**src/rtl/sata_lpm_ctrl.sv**
```systemverilog
module sata_lpm_ctrl #(
  parameter int CLK_PER_US = 100,
  parameter int SLUMBER_US = 10000,
  parameter int DEV_US     = 5,
  parameter int PEND_W     = 5,
  parameter int HOLD_W     = 3
) (
  input  logic              clk,
  input  logic              rst_n,
  input  logic              cmd_issue,
  input  logic              cmd_done,
  input  logic [PEND_W-1:0] pend_cnt,
  input  logic              dev_req,
  input  logic              link_ack,
  output logic              req_partial,
  output logic              req_slumber,
  output logic              req_wake,
  output logic [1:0]        link_st,
  output logic              lat_tight,
  output logic              cmd_go
);

  localparam int PRE_W = $clog2(CLK_PER_US) + 1;
  localparam int SLW   = $clog2(SLUMBER_US + 1);
  localparam int DVW   = $clog2(DEV_US + 1);

  typedef enum logic [2:0] {S_ACT, S_GO_P, S_PART, S_GO_S, S_SLUM, S_WAKE} st_t;

  st_t              st, nxt;
  logic [PRE_W-1:0] pre;
  logic [SLW-1:0]   idle_cnt;
  logic [DVW-1:0]   dev_cnt;
  logic [HOLD_W-1:0] hold;

  wire us_tick  = (pre == PRE_W'(CLK_PER_US - 1));
  wire no_pend  = (pend_cnt == '0);
  wire no_hold  = (hold == '0);
  wire wakeable = cmd_issue || !no_hold;
  wire quiet    = no_pend && !cmd_issue && !cmd_done && no_hold &&
                  (st == S_ACT || st == S_PART);
  wire dev_arm  = dev_req && no_pend && no_hold && (st == S_ACT);
  wire slum_due = quiet && (idle_cnt == SLW'(SLUMBER_US));
  wire dev_due  = dev_arm && (dev_cnt == DVW'(DEV_US));

  always_ff @(posedge clk or negedge rst_n)
    if (!rst_n) pre <= '0;
    else        pre <= us_tick ? '0 : pre + 1'b1;

  always_ff @(posedge clk or negedge rst_n)
    if (!rst_n)                                      idle_cnt <= '0;
    else if (!quiet)                                 idle_cnt <= '0;
    else if (us_tick && idle_cnt != SLW'(SLUMBER_US)) idle_cnt <= idle_cnt + 1'b1;

  always_ff @(posedge clk or negedge rst_n)
    if (!rst_n)                                  dev_cnt <= '0;
    else if (!dev_arm)                           dev_cnt <= '0;
    else if (us_tick && dev_cnt != DVW'(DEV_US)) dev_cnt <= dev_cnt + 1'b1;

  always_comb begin
    nxt = st;
    case (st)
      S_ACT:
        if (wakeable)                   nxt = S_ACT;
        else if (slum_due)              nxt = S_GO_S;
        else if (cmd_done && no_pend)   nxt = S_GO_P;
        else if (dev_req && !no_pend)   nxt = S_GO_P;
        else if (dev_due)               nxt = S_GO_P;
      S_GO_P:  if (link_ack) nxt = S_PART;
      S_GO_S:  if (link_ack) nxt = S_SLUM;
      S_PART:
        if (wakeable)      nxt = S_WAKE;
        else if (slum_due) nxt = S_GO_S;
      S_SLUM:  if (wakeable) nxt = S_WAKE;
      S_WAKE:  if (link_ack) nxt = S_ACT;
      default: nxt = S_ACT;
    endcase
  end

  always_ff @(posedge clk or negedge rst_n)
    if (!rst_n) st <= S_ACT;
    else        st <= nxt;

  always_ff @(posedge clk or negedge rst_n)
    if (!rst_n) begin
      hold   <= '0;
      cmd_go <= 1'b0;
    end else begin
      cmd_go <= (st == S_ACT) && wakeable;
      if (st == S_ACT) begin
        if (!no_hold && !cmd_issue) hold <= hold - 1'b1;
      end else if (cmd_issue && hold != '1) begin
        hold <= hold + 1'b1;
      end
    end

  assign req_partial = (st == S_GO_P);
  assign req_slumber = (st == S_GO_S);
  assign req_wake    = (st == S_WAKE);
  assign lat_tight   = (st != S_SLUM);
  assign link_st     = (st == S_ACT)  ? 2'b00 :
                       (st == S_PART) ? 2'b01 :
                       (st == S_SLUM) ? 2'b10 : 2'b11;

  p_host_within_r3: assert property (@(posedge clk) disable iff (!rst_n)
    (st == S_ACT) && cmd_done && !no_pend && !dev_req |=> !req_partial);

  p_no_slumber_busy_r5: assert property (@(posedge clk) disable iff (!rst_n)
    !no_pend && (st == S_ACT || st == S_PART) |=> !req_slumber);

  p_req_hold_r9: assert property (@(posedge clk) disable iff (!rst_n)
    (req_partial || req_slumber || req_wake) && !link_ack
      |=> $stable({req_partial, req_slumber, req_wake}));

  p_wake_issue_r10: assert property (@(posedge clk) disable iff (!rst_n)
    (st == S_PART || st == S_SLUM) && cmd_issue |=> req_wake);

  p_go_active_r11: assert property (@(posedge clk) disable iff (!rst_n)
    cmd_go |-> link_st == 2'b00);

  p_relax_r12: assert property (@(posedge clk) disable iff (!rst_n)
    $fell(lat_tight) |-> $past(req_slumber && link_ack));

endmodule

```
**config.mk**
```make
export PLATFORM = sky130hd
export DESIGN_NAME = sata_lpm_ctrl
export DESIGN_NICKNAME = d
export VERILOG_FILES = /design/src/rtl/sata_lpm_ctrl.sv
export SDC_FILE = /design/constraint.sdc
export NUM_CORES = 1
export LEC_CHECK = 0
export CORE_MARGIN = 10
export CORE_UTILIZATION = 35
export CTS_CLUSTER_SIZE = 12
export DETAILED_ROUTE_END_ITERATION = 12
export DONT_BUFFER_PORTS = 1
export HOLD_SLACK_MARGIN = 0.15
export PLACE_DENSITY = 0.51
export SLEW_MARGIN = 10
export SYNTH_ARGS = -nofsm -noshare
export SYNTH_HDL_FRONTEND = slang
export SYNTH_SLANG_ARGS = --single-unit
```
**constraint.sdc**
```tcl
create_clock -name clk -period 5.35 [get_ports clk]
set_clock_uncertainty 0.1 [all_clocks]
set_input_delay 0.2675 -clock clk [delete_from_list [all_inputs] [get_ports clk]]
set_output_delay 0.2675 -clock clk [all_outputs]
set_load 0.02 [all_outputs]
```
[Word level (Yosys, flattened, before mapping)]
Cells that the tools add are included.
Storage, ports and cells
  flip-flop bits (word level): 32
  memory bits (writable): 0
  bits in read-only memories: 0
  word-level logic and storage cells: 83
  memories kept: 0
  bits in latches: 0
  output and inout port bits: 7
  input bits: 11
Cells by class
  $mul: 0
  bitwise gates (word level): 0
  shift-type cells: 0
  divide/modulo/power cells: 0
  add/subtract/negate cells: 5
  magnitude comparators: 0
  reduce and logical (&&, ||, !) cells: 28
  muxes and demuxes: 23
  eq/ne operators: 21
Operators by type and width (number)
  $mux W3: 16
  $mux W14: 2
  $pmux W3 S6: 1
  $logic_and A1 B1 Y1: 16
  $add A14 B1 Y14 const B: 1
  $eq A14 B14 Y1 const B: 1
  $ne A14 B14 Y1 const B: 1
  $ne A3 B3 Y1 const B: 4
  $eq A3 B3 Y1 const B: 3
  $add A8 B1 Y8 const B: 1
  $eq A8 B7 Y1 const B: 1
  $mux W8: 1
  $ne A2 B2 Y1 const B: 4
  $add A3 B1 Y3 const B: 2
  $eq A3 B2 Y1 const B: 2
  $logic_not A3 Y1: 2
  $ne A2 B1 Y1 const B: 3
  $ne A6 B4 Y1 const B: 1
  $reduce_and A6 Y1: 1
  $logic_not A5 Y1: 1
  $logic_not A1 Y1: 4
  $mux W2: 2
  $eq A3 B1 Y1 const B: 1
  $sub A3 B1 Y3 const B: 1
  4 further kinds: 5

[Depth between registers and ports, before layout]
  word-level depth: 11
  gate-level depth with buffers: 6
  gate-level depth less buffers: 6

[Least setup slack after synthesis]
No wires, ideal clock.
  path kind: reg2reg
  from: register st[0]
  to: register hold[2]
  cell stages (with the launch flop): 7
  data required time: 5129 ps
  path buffers: 0
  setup time: 121 ps
  slack: 3222 ps
  data arrival time: 1907 ps
  path through: dfrtp_1 nor3_1 inv_1 fa_1 or2_2 o211a_1 o22a_1
On the way
  cells in the longest elaborated chain, start to end: 3
  elaborated cells between the ends (all ways): 5
Ends and longest elaborated chain
  from (decl): line 29  | st_t st, nxt;
  from (signal assigned): line 81  | else st <= nxt;
  $logic_not A3 Y1 *: line 89  | if (st == S_ACT) begin
  $ne A2 B1 Y1 (no line) / $reduce_bool A2 Y1 (equally long branches)
  $reduce_and A2 Y1 (no line)
  to (signal assigned): line 90  | if (!no_hold && !cmd_issue) hold <= hold - 1'b1;
  to (signal assigned): line 92  | hold <= hold + 1'b1;
  to (decl): line 33  | logic [HOLD_W-1:0] hold;
Mark *: on every way between the ends. The rest lies on a longest branch, timed or not.
A chain may end at the register's enable or synchronous reset.

[Worst setup path in the final report]
  from: register hold[0]
  to: register st[1]
On the way
  cells in the longest elaborated chain, start to end: 7
  elaborated cells between the ends (all ways): 17
Ends and longest elaborated chain
  $logic_not A3 Y1 *: line 37  | wire no_hold = (hold == '0);
  $logic_and A1 B1 Y1 (2 in a row): line 39  | wire quiet = no_pend && !cmd_issue && !cmd_done && no_hold &&
  $logic_and A1 B1 Y1: line 42  | wire slum_due = quiet && (idle_cnt == SLW'(SLUMBER_US));
  $mux W3: line 64  | else if (slum_due) nxt = S_GO_S;
  $mux W3: line 63  | if (wakeable) nxt = S_ACT;
  $pmux W3 S6: line 61  | case (st)
Marks and branches as above.

==> metrics.cfg <==
[run_status]
status = completed

[clocking]
cts_buffers = 5
cts_sinks = 32
cts-hold-fix-buffers = 5
ctsResizeCount = 0
clk_pin_slew_ns = 0.07
root_buffer = clkbuf_8
cts.htree.levels = 2
postCtsSetupBuffers = 0
insertion_delay_ns = 0.29
clock_path_buffers = 2
cts_tree = done

[synth]
yosysWarnings = 0
synth_edf_count = 0
synth.distinct_cells = 46
synth.avg_cell_area_um2 = 9.27
yosysSeqAreaShare = 0.411
ys_seq_elements = 32
syn-num-nets = 227
synthFlopType = dfrtp_1
synthCells = 210
async_flop_share = 1.00
netlist_area_um2 = 1950

[timing]
drv_slew = 0
final_hold_viol_count = 0
slew_headroom = 0.432
setup_violations = 0
rsz0062_at_grt = no
setup_tns_ns = 0
period_share = 0.482
fmax_mhz = 388
worst_slew_pin_slew_ns = 0.845
fin_crit_ns = 2.58
whs_ns = 0.172

[power]
power_density_nw_per_um2 = 349
p_leak_uw = 0.000777
peakVddDrop_mv = 0.207

[global_route]
grt_pass1_vias = 1521
grt_most_used_layer = met2
grt_overflow = 0
grt_use_total = 0.0997
grt_util_met3 = 0.0309
grt.met1_usage = 0.135
grt_use_met2 = 0.140
antenna_found_initial = 0
grt_max_degree = 33
grt_pass1_wl_um = 7140

[floorplanning]
dieArea_um2 = 8950
core-area_um2 = 5440
die_h_um = 94.6
die_width_um = 94.6
pin_count = 18
start_util = 0.358
num_rows = 27

[setup_path]
worstSetupEndpointType = flip-flop
worstSetupStartpointType = flip-flop
worstPathMaxFanout = 15
cp.arrival_ns = 2.67
cp.required_ns = 5.44
path_class = reg -> reg

[detailed_routing]
vias = 1589
vias_per_cell = 5.56
drt_iter0_drc = 86
drc = 0
drt-pass1-iter-count = 5
wl_per_cell_um = 14.8
routed_wl_um = 4240
final_antenna_net_count = 0

[finish]
drive_gt1_frac = 0.0748
diodes = 0
fin_area_um2 = 2150
area_growth_pct = 10.2
final_common_cell = dfrtp_1
nets = 230
final_cell_mix = 32 x dfrtp_1, 21 x a21oi_1, 12 x inv_1, 12 x nand3_1

[placed_design]
gp_congestion = 0.785
hpwl_um = 2870
io_buffers = 0
placed_area_um2 = 2000

[job]
drv_cap = 0

[hold_path]
hold_class = in -> reg

-- kinds of logic after synthesis --
family / synth area share
adders and majority gates: 0.0424
xor gates and xnor gates: 0.0360
buffers and inverters: 0.0443
AOI/OAI and AO/OA: 0.161
and+or+nand+nor: 0.294
DFF: 0.411
muxes: 0.0109
-- final cells by class --
type,count,area (µm²)
fillers,538,3290
repair buffers,5,60.1
inverters,12,45.0
multi-input cells,157,1060
well taps,72,90.1
flip-flops and latches,32,801
clock buffers,8,90.1
-- stage by stage --
step                std cells   util  setup slack, ns  power [µW]
floorplan                 210      -             3.22         515
global route              286  0.395             2.48         807
detailed placement        273  0.367             2.72         551
CTS                       286  0.395             2.73         758
global placement          273  0.367             2.83         552
finish                    286  0.395             2.77         750
-- metal layers --
metal	share of wire	up-vias
met5	0	-
met1	0.52	758
met2	0.41	33
met3	0.048	7
li1	-	791
met4	0.020	0
-- state kept, by name, summed over array words and instances, names as in the netlist --
register / cells
idle_cnt: 14
dev_cnt: 3
st: 3
hold: 3
pre: 8
cmd_go: 1
-- cells in the mapped netlist (2+ instances only) --
library cell  count  area [µm²]
a21oi_1          21         105
and2_1            2        12.5
and3_1            5        31.3
and4_1            2        17.5
clkbuf_1          8        30.0
dfrtp_1          32         801
ha_1              5        62.6
inv_1            12        45.0
nand2_1          11        41.3
nand2b_1          2        12.5
nand3_1          12        60.1
nand3b_1          2        15.0
nand4_1           4        25.0
nor2_1           11        41.3
nor2b_1           2        12.5
nor3_1            7        35.0
nor3b_1           4        30.0
nor4b_1           2        17.5
o21ai_0          11        55.1
o31ai_1          10        75.1
or2_2             2        12.5
or3_1             3        18.8
or4_1            10        75.1
xnor2_1           8        70.1
-- final timing paths --
kind,slack [ns],cells after the start,from,end
setup / recovery,2.77,4,hold[0],st[1]
hold / removal,0.17,3,cmd_issue,hold[1]
setup reg to reg,2.77,4,hold[0],st[1]
hold reg to reg,0.39,1,pre[0],pre[0]
max in group asynchronous,4.63,2,rst_n,hold[1]
min in group asynchronous,0.34,2,rst_n,idle_cnt[7]
-- worst max-delay path, cell delays in order, from the launching register on --
cell	delay, ns
dfrtp_1	0.47
nor4_2	0.60
nand4bb_1	0.67
nand2b_1	0.39
a221oi_1	0.26
-- where the power goes --
part	internal (µW)	switching, µW	leakage (µW)
logic	96.7	126	0.000312
clock network	105	90.3	0.0000455
registers	268	63.9	0.000420
total	469	280	0.000777
Power figures use the tool's default switching activity.
